==> config.mk <==
export PLATFORM = sky130hd
export DESIGN_NAME = flash_cmd_decoder
export DESIGN_NICKNAME = d
export VERILOG_FILES = /design/src/rtl/fcd_pkg.sv /design/src/rtl/fcd_busy_timer.sv /design/src/rtl/fcd_array.sv /design/src/rtl/fcd_sequencer.sv /design/src/rtl/flash_cmd_decoder.sv
export SDC_FILE = /design/constraint.sdc
export NUM_CORES = 1
export LEC_CHECK = 0
export ABC_AREA = 1
export CAP_MARGIN = 40
export CORE_UTILIZATION = 63
export CTS_BUF_LIST = sky130_fd_sc_hd__clkbuf_4 sky130_fd_sc_hd__clkbuf_8
export CTS_CLUSTER_SIZE = 8
export DETAILED_ROUTE_END_ITERATION = 8
export PLACE_DENSITY = 0.85
export SYNTH_ARGS = -nofsm -noshare
export SYNTH_HDL_FRONTEND = slang
export SYNTH_SLANG_ARGS = --single-unit
==> constraint.sdc <==
create_clock -name clk -period 2.98 [get_ports clk]
set_input_delay 0.447 -clock clk [delete_from_list [all_inputs] [get_ports clk]]
set_output_delay 0.447 -clock clk [all_outputs]
set_load 0.01 [all_outputs]
==> src/rtl/fcd_pkg.sv <==
package fcd_pkg;

    typedef enum logic [2:0] {
        ST_READ      = 3'd0,
        ST_UNL1      = 3'd1,
        ST_UNL2      = 3'd2,
        ST_SETUP     = 3'd3,
        ST_PROG      = 3'd4,
        ST_BYP_IDLE  = 3'd5,
        ST_BYP_SETUP = 3'd6,
        ST_BYP_RST1  = 3'd7
    } seq_state_e;

    localparam logic [10:0] KEY_ADDR_A = 11'h555;
    localparam logic [10:0] KEY_ADDR_B = 11'h2AA;

    localparam logic [7:0] CODE_KEY_A      = 8'hAA;
    localparam logic [7:0] CODE_KEY_B      = 8'h55;
    localparam logic [7:0] CODE_PROGRAM    = 8'hA0;
    localparam logic [7:0] CODE_BYP_ENTER  = 8'h20;
    localparam logic [7:0] CODE_BYP_LEAVE1 = 8'h90;
    localparam logic [7:0] CODE_BYP_LEAVE2 = 8'h00;

endpackage

==> src/rtl/fcd_busy_timer.sv <==
module fcd_busy_timer #(
    parameter int PROG_CYCLES = 16
) (
    input  logic clk,
    input  logic rst_n,
    input  logic start_i,
    output logic busy_o,
    output logic done_o
);
    localparam int CNT_W = $clog2(PROG_CYCLES + 1);

    logic [CNT_W-1:0] cnt_d, cnt_q;

    always_comb begin
        cnt_d = cnt_q;
        if (start_i) begin
            cnt_d = CNT_W'(PROG_CYCLES);
        end else if (cnt_q != '0) begin
            cnt_d = cnt_q - 1'b1;
        end
    end

    always_ff @(posedge clk or negedge rst_n) begin
        if (!rst_n) begin
            cnt_q <= '0;
        end else begin
            cnt_q <= cnt_d;
        end
    end

    assign busy_o = (cnt_q != '0);
    assign done_o = (cnt_q == CNT_W'(1));

    AST_START_ONLY_WHEN_IDLE: assert property (@(posedge clk) disable iff (!rst_n)
        start_i |-> !busy_o);

endmodule

==> src/rtl/fcd_array.sv <==
module fcd_array #(
    parameter int DATA_W = 8,
    parameter int ARR_AW = 4
) (
    input  logic              clk,
    input  logic              rst_n,
    input  logic              commit_i,
    input  logic              clr_err_i,
    input  logic [ARR_AW-1:0] idx_i,
    input  logic [DATA_W-1:0] data_i,
    input  logic [ARR_AW-1:0] peek_idx_i,
    output logic [DATA_W-1:0] peek_data_o,
    output logic              err_o
);
    localparam int DEPTH = 1 << ARR_AW;

    logic [DATA_W-1:0] mem_d [DEPTH];
    logic [DATA_W-1:0] mem_q [DEPTH];
    logic              err_d, err_q;

    always_comb begin
        mem_d = mem_q;
        err_d = err_q;
        if (clr_err_i) begin
            err_d = 1'b0;
        end
        if (commit_i) begin
            mem_d[idx_i] = mem_q[idx_i] & data_i;
            if ((data_i & ~mem_q[idx_i]) != '0) begin
                err_d = 1'b1;
            end
        end
    end

    always_ff @(posedge clk or negedge rst_n) begin
        if (!rst_n) begin
            for (int i = 0; i < DEPTH; i++) begin
                mem_q[i] <= '1;
            end
            err_q <= 1'b0;
        end else begin
            mem_q <= mem_d;
            err_q <= err_d;
        end
    end

    assign peek_data_o = mem_q[peek_idx_i];
    assign err_o       = err_q;

    AST_CLEAR_ONLY: assert property (@(posedge clk) disable iff (!rst_n)
        commit_i |=> ((mem_q[$past(idx_i)] & ~$past(mem_q[idx_i])) == '0));

    AST_ERR_ON_RAISE: assert property (@(posedge clk) disable iff (!rst_n)
        (commit_i && ((data_i & ~mem_q[idx_i]) != '0)) |=> err_o);

endmodule

==> src/rtl/fcd_sequencer.sv <==
module fcd_sequencer
    import fcd_pkg::*;
#(
    parameter int ADDR_W = 16,
    parameter int DATA_W = 8,
    parameter int ARR_AW = 4
) (
    input  logic              clk,
    input  logic              rst_n,
    input  logic              we_i,
    input  logic [ADDR_W-1:0] addr_i,
    input  logic [DATA_W-1:0] wdata_i,
    input  logic              acc_i,
    input  logic              busy_i,
    input  logic              done_i,
    output logic              start_o,
    output logic              prog_req_o,
    output logic              bypass_o,
    output logic [ARR_AW-1:0] pa_o,
    output logic [DATA_W-1:0] pd_o
);
    localparam logic [ADDR_W-1:0] ADDR_A = ADDR_W'(KEY_ADDR_A);
    localparam logic [ADDR_W-1:0] ADDR_B = ADDR_W'(KEY_ADDR_B);

    typedef struct packed {
        seq_state_e        state;
        logic              ret_byp;
        logic              req;
        logic [ARR_AW-1:0] pa;
        logic [DATA_W-1:0] pd;
    } seq_t;

    seq_t       seq_d, seq_q;
    logic [7:0] code;

    function automatic logic in_bypass(input seq_state_e st, input logic rb);
        return (st == ST_BYP_IDLE) || (st == ST_BYP_SETUP) ||
               (st == ST_BYP_RST1) || ((st == ST_PROG) && rb);
    endfunction

    assign code = wdata_i[7:0];

    always_comb begin
        seq_d   = seq_q;
        seq_d.req = 1'b0;
        start_o = 1'b0;
        if (seq_q.state == ST_PROG) begin
            if (done_i) begin
                seq_d.state = seq_q.ret_byp ? ST_BYP_IDLE : ST_READ;
            end
        end else begin
            if (we_i) begin
                case (seq_q.state)
                    ST_READ: begin
                        if (addr_i == ADDR_A && code == CODE_KEY_A) seq_d.state = ST_UNL1;
                    end
                    ST_UNL1: begin
                        seq_d.state = (addr_i == ADDR_B && code == CODE_KEY_B) ? ST_UNL2 : ST_READ;
                    end
                    ST_UNL2: begin
                        if (addr_i == ADDR_A && code == CODE_PROGRAM) begin
                            seq_d.state = ST_SETUP;
                        end else if (addr_i == ADDR_A && code == CODE_BYP_ENTER) begin
                            seq_d.state = ST_BYP_IDLE;
                        end else begin
                            seq_d.state = ST_READ;
                        end
                    end
                    ST_BYP_IDLE: begin
                        if (code == CODE_PROGRAM) begin
                            seq_d.state = ST_BYP_SETUP;
                        end else if (code == CODE_BYP_LEAVE1) begin
                            seq_d.state = ST_BYP_RST1;
                        end
                    end
                    ST_BYP_RST1: begin
                        seq_d.state = (code == CODE_BYP_LEAVE2) ? ST_READ : ST_BYP_IDLE;
                    end
                    ST_SETUP, ST_BYP_SETUP: begin
                        start_o       = 1'b1;
                        seq_d.req     = 1'b1;
                        seq_d.state   = ST_PROG;
                        seq_d.ret_byp = (seq_q.state == ST_BYP_SETUP) || acc_i;
                        seq_d.pa      = addr_i[ARR_AW-1:0];
                        seq_d.pd      = wdata_i;
                    end
                    default: seq_d.state = ST_READ;
                endcase
            end
            if (acc_i && (seq_d.state != ST_PROG) && !in_bypass(seq_d.state, 1'b0)) begin
                seq_d.state = ST_BYP_IDLE;
            end
        end
    end

    always_ff @(posedge clk or negedge rst_n) begin
        if (!rst_n) begin
            seq_q.state   <= ST_READ;
            seq_q.ret_byp <= 1'b0;
            seq_q.req     <= 1'b0;
            seq_q.pa      <= '0;
            seq_q.pd      <= '0;
        end else begin
            seq_q <= seq_d;
        end
    end

    assign prog_req_o = seq_q.req;
    assign bypass_o   = in_bypass(seq_q.state, seq_q.ret_byp);
    assign pa_o       = seq_q.pa;
    assign pd_o       = seq_q.pd;

    AST_PROG_TRACKS_TIMER: assert property (@(posedge clk) disable iff (!rst_n)
        (seq_q.state == ST_PROG) == busy_i);

    AST_REQ_SINGLE_CYCLE: assert property (@(posedge clk) disable iff (!rst_n)
        prog_req_o |=> !prog_req_o);

    AST_BYP_EXIT_PATH: assert property (@(posedge clk) disable iff (!rst_n)
        $fell(bypass_o) |-> $past(seq_q.state == ST_BYP_RST1 && we_i &&
                                  code == CODE_BYP_LEAVE2 && !acc_i));

    AST_ACC_FORCES_BYP: assert property (@(posedge clk) disable iff (!rst_n)
        (acc_i && !busy_i) |=> bypass_o);

endmodule

==> src/rtl/flash_cmd_decoder.sv <==
module flash_cmd_decoder #(
    parameter int ADDR_W      = 16,
    parameter int DATA_W      = 8,
    parameter int ARR_AW      = 4,
    parameter int PROG_CYCLES = 16
) (
    input  logic              clk,
    input  logic              rst_n,
    input  logic              we,
    input  logic [ADDR_W-1:0] addr,
    input  logic [DATA_W-1:0] wdata,
    input  logic              acc,
    input  logic [ARR_AW-1:0] peek_addr,
    output logic [DATA_W-1:0] peek_data,
    output logic              prog_req,
    output logic              busy,
    output logic              bypass_mode,
    output logic              overwrite_err
);
    logic              start, done;
    logic [ARR_AW-1:0] pa;
    logic [DATA_W-1:0] pd;

    fcd_sequencer #(
        .ADDR_W (ADDR_W),
        .DATA_W (DATA_W),
        .ARR_AW (ARR_AW)
    ) u_seq (
        .clk        (clk),
        .rst_n      (rst_n),
        .we_i       (we),
        .addr_i     (addr),
        .wdata_i    (wdata),
        .acc_i      (acc),
        .busy_i     (busy),
        .done_i     (done),
        .start_o    (start),
        .prog_req_o (prog_req),
        .bypass_o   (bypass_mode),
        .pa_o       (pa),
        .pd_o       (pd)
    );

    fcd_busy_timer #(
        .PROG_CYCLES (PROG_CYCLES)
    ) u_timer (
        .clk     (clk),
        .rst_n   (rst_n),
        .start_i (start),
        .busy_o  (busy),
        .done_o  (done)
    );

    fcd_array #(
        .DATA_W (DATA_W),
        .ARR_AW (ARR_AW)
    ) u_array (
        .clk         (clk),
        .rst_n       (rst_n),
        .commit_i    (done),
        .clr_err_i   (start),
        .idx_i       (pa),
        .data_i      (pd),
        .peek_idx_i  (peek_addr),
        .peek_data_o (peek_data),
        .err_o       (overwrite_err)
    );

endmodule

=== Word-level counts from Yosys, hierarchy flattened ===
Cells that the tools add are included.
W data, S select, Z words.

* Bitwise operators: 6
* Order comparisons: 3
* Equality and inequality tests: 20
* Reduce and logical (&&, ||, !) cells: 24
* $add $sub $neg: 1
* Multiplexer cells: 33

{| class="wikitable"
|+ Operators by type and width
! kind !! number
|-
| $bwmux W128 || 1
|-
| $bmux W8 S4 || 2
|-
| $mux W8 || 5
|-
| $mux W17 || 2
|-
| $demux W8 S4 || 1
|-
| $mux W3 || 10
|-
| $eq A8 B8 Y1 const B || 3
|-
| $eq A3 B3 Y1 const B || 7
|-
| $pmux W3 S6 || 1
|-
| $and A8 B8 Y8 || 2
|-
| $eq A16 B10 Y1 const B || 1
|-
| $eq A16 B11 Y1 const B || 1
|-
| $mux W14 || 1
|-
| $mux W13 || 1
|-
| $ge A5 B5 Y1 const B || 2
|-
| $mux W5 || 2
|-
| $not A4 Y5 || 2
|-
| $eq A8 B6 Y1 const B || 1
|-
| $eq A8 B7 Y1 const B || 1
|-
| $logic_and A1 B1 Y1 || 8
|-
| $logic_not A8 Y1 || 1
|-
| $not A8 Y8 || 1
|-
| $reduce_bool A8 Y1 || 1
|-
| $eq A3 B2 Y1 const B || 2
|-
| 16 further kinds || 28
|}

* Word-level logic and storage cells: 110
* Flip-flop bits (word level): 151

=== Longest topological paths before layout ===
* Depth after elaboration: 14
* Depth in mapped cells: 15
* Gate-level depth less buffers: 14

=== Hierarchy ===
A second synthesis with hierarchy kept.

* Cells, all modules: 1,254
* Area total of the unflattened synthesis: 9,016.1 um^2

{| class="wikitable"
|+ By module, submodules not included
! module !! instances !! cells each !! area an instance (um^2)
|-
| fcd_array || 1 || 1,042 || 7,522.2
|-
| fcd_sequencer || 1 || 178 || 1,209.9
|-
| fcd_busy_timer || 1 || 34 || 284.0
|}

=== Worst setup path before layout ===
Ideal clock, no wire load.

* Path type: input -> output
* Start point: input port peek_addr[0]
* End point: output port peek_data[1]
* Setup slack: 0.885 ns
* Buffers on the path: 3
* Cell stages on the path: 6
* Arrival: 1.648 ns
* Path through: clkbuf_1 -> clkbuf_1 -> clkbuf_1 -> a21oi_1 -> o211ai_1 -> o21ai_0

* Longest elaborated chain between the ends: 4

{| class="wikitable"
|+ RTL lines
! item !! RTL line !! RTL
|-
| from (decl) || flash_cmd_decoder.sv:13 || <nowiki>input logic [ARR_AW-1:0] peek_addr,</nowiki>
|-
| $not A4 Y5 (implied by the code) || fcd_array.sv:47 || <nowiki>assign peek_data_o = mem_q[peek_idx_i];</nowiki>
|-
| $bmux W8 S4 || fcd_array.sv:47 ||
|-
| $mux W8 (implied by the code) (2 in series) || fcd_array.sv:47 ||
|-
| to (decl) || flash_cmd_decoder.sv:14 || <nowiki>output logic [DATA_W-1:0] peek_data,</nowiki>
|}

No other way between the ends. The select of a mux whose other input is x is not followed.

=== Worst setup path after layout ===
* Start point: input port peek_addr[2]
* End point: output port peek_data[2]

The elaborated chain is that of the path after synthesis.

==> impl_metrics.toml <==
[clock_network]
clkSlewWorstSetupHoldPaths_ns = 0.08
clockRootBuffer = "clkbuf_8"
cts_tree = "yes"
cts_setup_buffers = 0
ctsLongestPathBuffers = 2
numCtsBuffers = 17
ctsResizeCount = 0
cts.sink_count = 151
cts_htree_levels = 4
hold_buffers = 0
clkLatencyLatePin_ns = 0.47

[worst_setup_path]
path_class = "in -> out"
cp_max_fo = 14
end_kind = "output port"
worstSetupStartpointType = "input pin"
startpoint = "peek_addr[2]"
cp.arrival_ns = 2.33
worstReg2RegStart = "u_seq.pa_o[0]"
crit_required_ns = 2.53

[global_routing]
grt_pass1_vias = 7765
gr-usage-all-layers_pct = 38.1
grt_pass1_wl_um = 40900
grt-ovfl-total = 0
grt_max_degree = 66
antenna_found_initial = 0

[logic_synthesis]
yosysTopAreaCell = "dfstp_2"
yosysTopAreaCellShare_pct = 39.2
ys_seq_elements = 151
ys_warn_count = 0
synth.avg_cell_area_um2 = 7.66
synthDistinctLibCells = 37
synth-seq-area-share_pct = 45.9
synth_nets = 1155
syn_inst = 1121
syn-cell-area_um2 = 8590
ys_top_cells_by_area = "dfstp_2 (39%), nand2_1 (16%), o21ai_0 (9.4%), dfrtp_1 (6.7%), o21ai_2 (4.3%)"

[routing]
drt-pass1-iter-count = 8
vias = 8271
routed_via_density = 6.14
drt_iter0_drc = 1081
avgRoutedWirePerCell_um = 18.9
wl_um = 25500
ant_nets = 0
drc = 0

[placed_design]
place_congestion = 0.939
io_buffers = 43
placed_area_um2 = 9210
dp_hpwl_um = 16900
dp_cells = 1317

[layout]
post-route-cell-area_um2 = 9700
final_common_cell = "nand2_1"
final_cells = 1348
fin_nets = 1194
drive_above_1_share_pct = 23.0
area_growth_pct = 12.9
diodes = 0
final_cell_mix = "nand2_1 (369), o21ai_0 (161), dfstp_2 (128)"
fillers = 1034

[min_path]
worstHoldPathType = "in -> async"

[sta]
rsz0062_at_grt = "no"
fin_tns_setup_ns = 0
finalClockSkew_ns = 0.0144
finalHoldViolations = 0
period_share_pct = 93.3
max_freq_mhz = 360
tightestPinTransition_ns = 0.858
finalCriticalPeriod_ns = 2.78
setup_viol = 0
drv_slew = 0
whs_ns = 0.176
max_slew_margin_pct = 42.7

[floorplan]
die-area_um2 = 14100
die_height_um = 119
die_w_um = 119
row_count = 42
initial_utilization_pct = 64.8
io_pins = 44
core-area_um2 = 13200

[job]
drv_cap = 0

[power_and_ir_drop]
power.density_nw_per_um2 = 604
finalPower_uw = 5860
ir_drop_mv = 0.350
leakagePower_uw = 0.00373

[outcome]
status = "finished clean"
## cells by family after synthesis
logic type,share of synthesized area [%]
AND/OR/NAND/NOR,24.6
AO/OA/AOI/OAI,22.4
flip-flops,45.9
buffers and inverters,6.72
adder cells (fa/ha/maj),0.291
XOR/XNOR,0.102
## cell type report
type	count	area, µm²	share of cell area (%)
sequential	151	3940	40.6
clock inverter	12	224	2.31
timing repair buffer	82	779	8.04
multi-input combinational	853	4070	42.0
clock buffer	19	255	2.63
inverter	55	209	2.15
tap	176	220	2.27
## critical path, stage by stage
cell and delay, ns:
clkdlybuf4s50_1 0.44, inv_1 0.21, buf_4 0.25, o21ai_0 0.10, o221ai_1 0.21, nand2_1 0.17, clkdlybuf4s50_1 0.51
## stage by stage
step | utilization (%) | setup WS [ns]
3_3_place_gp | 69.5 | 0.175
2_1_floorplan | - | 0.885
5_1_grt | 73.2 | 0.138
6_report | 73.2 | 0.200
3_5_place_dp | 69.5 | 0.119
4_1_cts | 73.2 | 0.0302
## flip-flops by register name, summed over array words and instances, names as in the netlist
name              cells
u_seq.pd_o            8
u_array.err_o         1
u_timer.cnt_q         5
u_seq.seq_q           4
u_seq.pa_o            4
u_array.mem_q       128
u_seq.prog_req_o      1
## final timing paths
check                      cells past startpoint  slack [ns]            endpoint
hold reg to reg                                2        0.47    u_array.mem_q[1]
hold / removal                                 1        0.18   u_array.mem_q[60]
min in group clk                               2        0.47    u_array.mem_q[1]
setup / recovery                               7        0.20        peek_data[2]
setup reg to reg                               9        0.47   u_array.mem_q[40]
max in group asynchronous                      2        2.31  u_array.mem_q[122]
## cells in the mapped netlist (all sizes together)
| cell | number |
|---|---|
| nand2 | 381 |
| o21ai | 262 |
| dfstp | 128 |
| nor2 | 94 |
| inv | 55 |
| clkbuf | 33 |
| buf | 29 |
| a21oi | 28 |
| nand3 | 25 |
| dfrtp | 23 |
| nand4 | 16 |
| o221ai | 11 |
| o211ai | 10 |
| o22ai | 9 |
| nor3 | 4 |
| ha | 2 |
| nand3b | 2 |
| nor4 | 2 |
| or2 | 2 |
| a211oi | 1 |
| a31oi | 1 |
| o21a | 1 |
| o21bai | 1 |
| xnor2 | 1 |
## per-layer routing
| metal | wire length [µm] | part of all wire [%] | vias to the layer above | track usage (%) |
|---|---|---|---|---|
| met3 | 2540 | 10 | 117 | 10.2 |
| met5 | 0 | 0 | - | 0 |
| li1 | - | - | 3813 | - |
| met2 | 11100 | 44 | 492 | 55.7 |
| met1 | 10400 | 41 | 3849 | 51.0 |
| met4 | 1400 | 5.5 | 0 | 22.2 |
## power breakdown
part	switching [µW]	internal, µW	leakage (µW)
clock	794	1110	0.000240
combinational	1090	461	0.00189
sequential	206	2200	0.00160
Note: power is estimated with default switching activity, not from simulation.
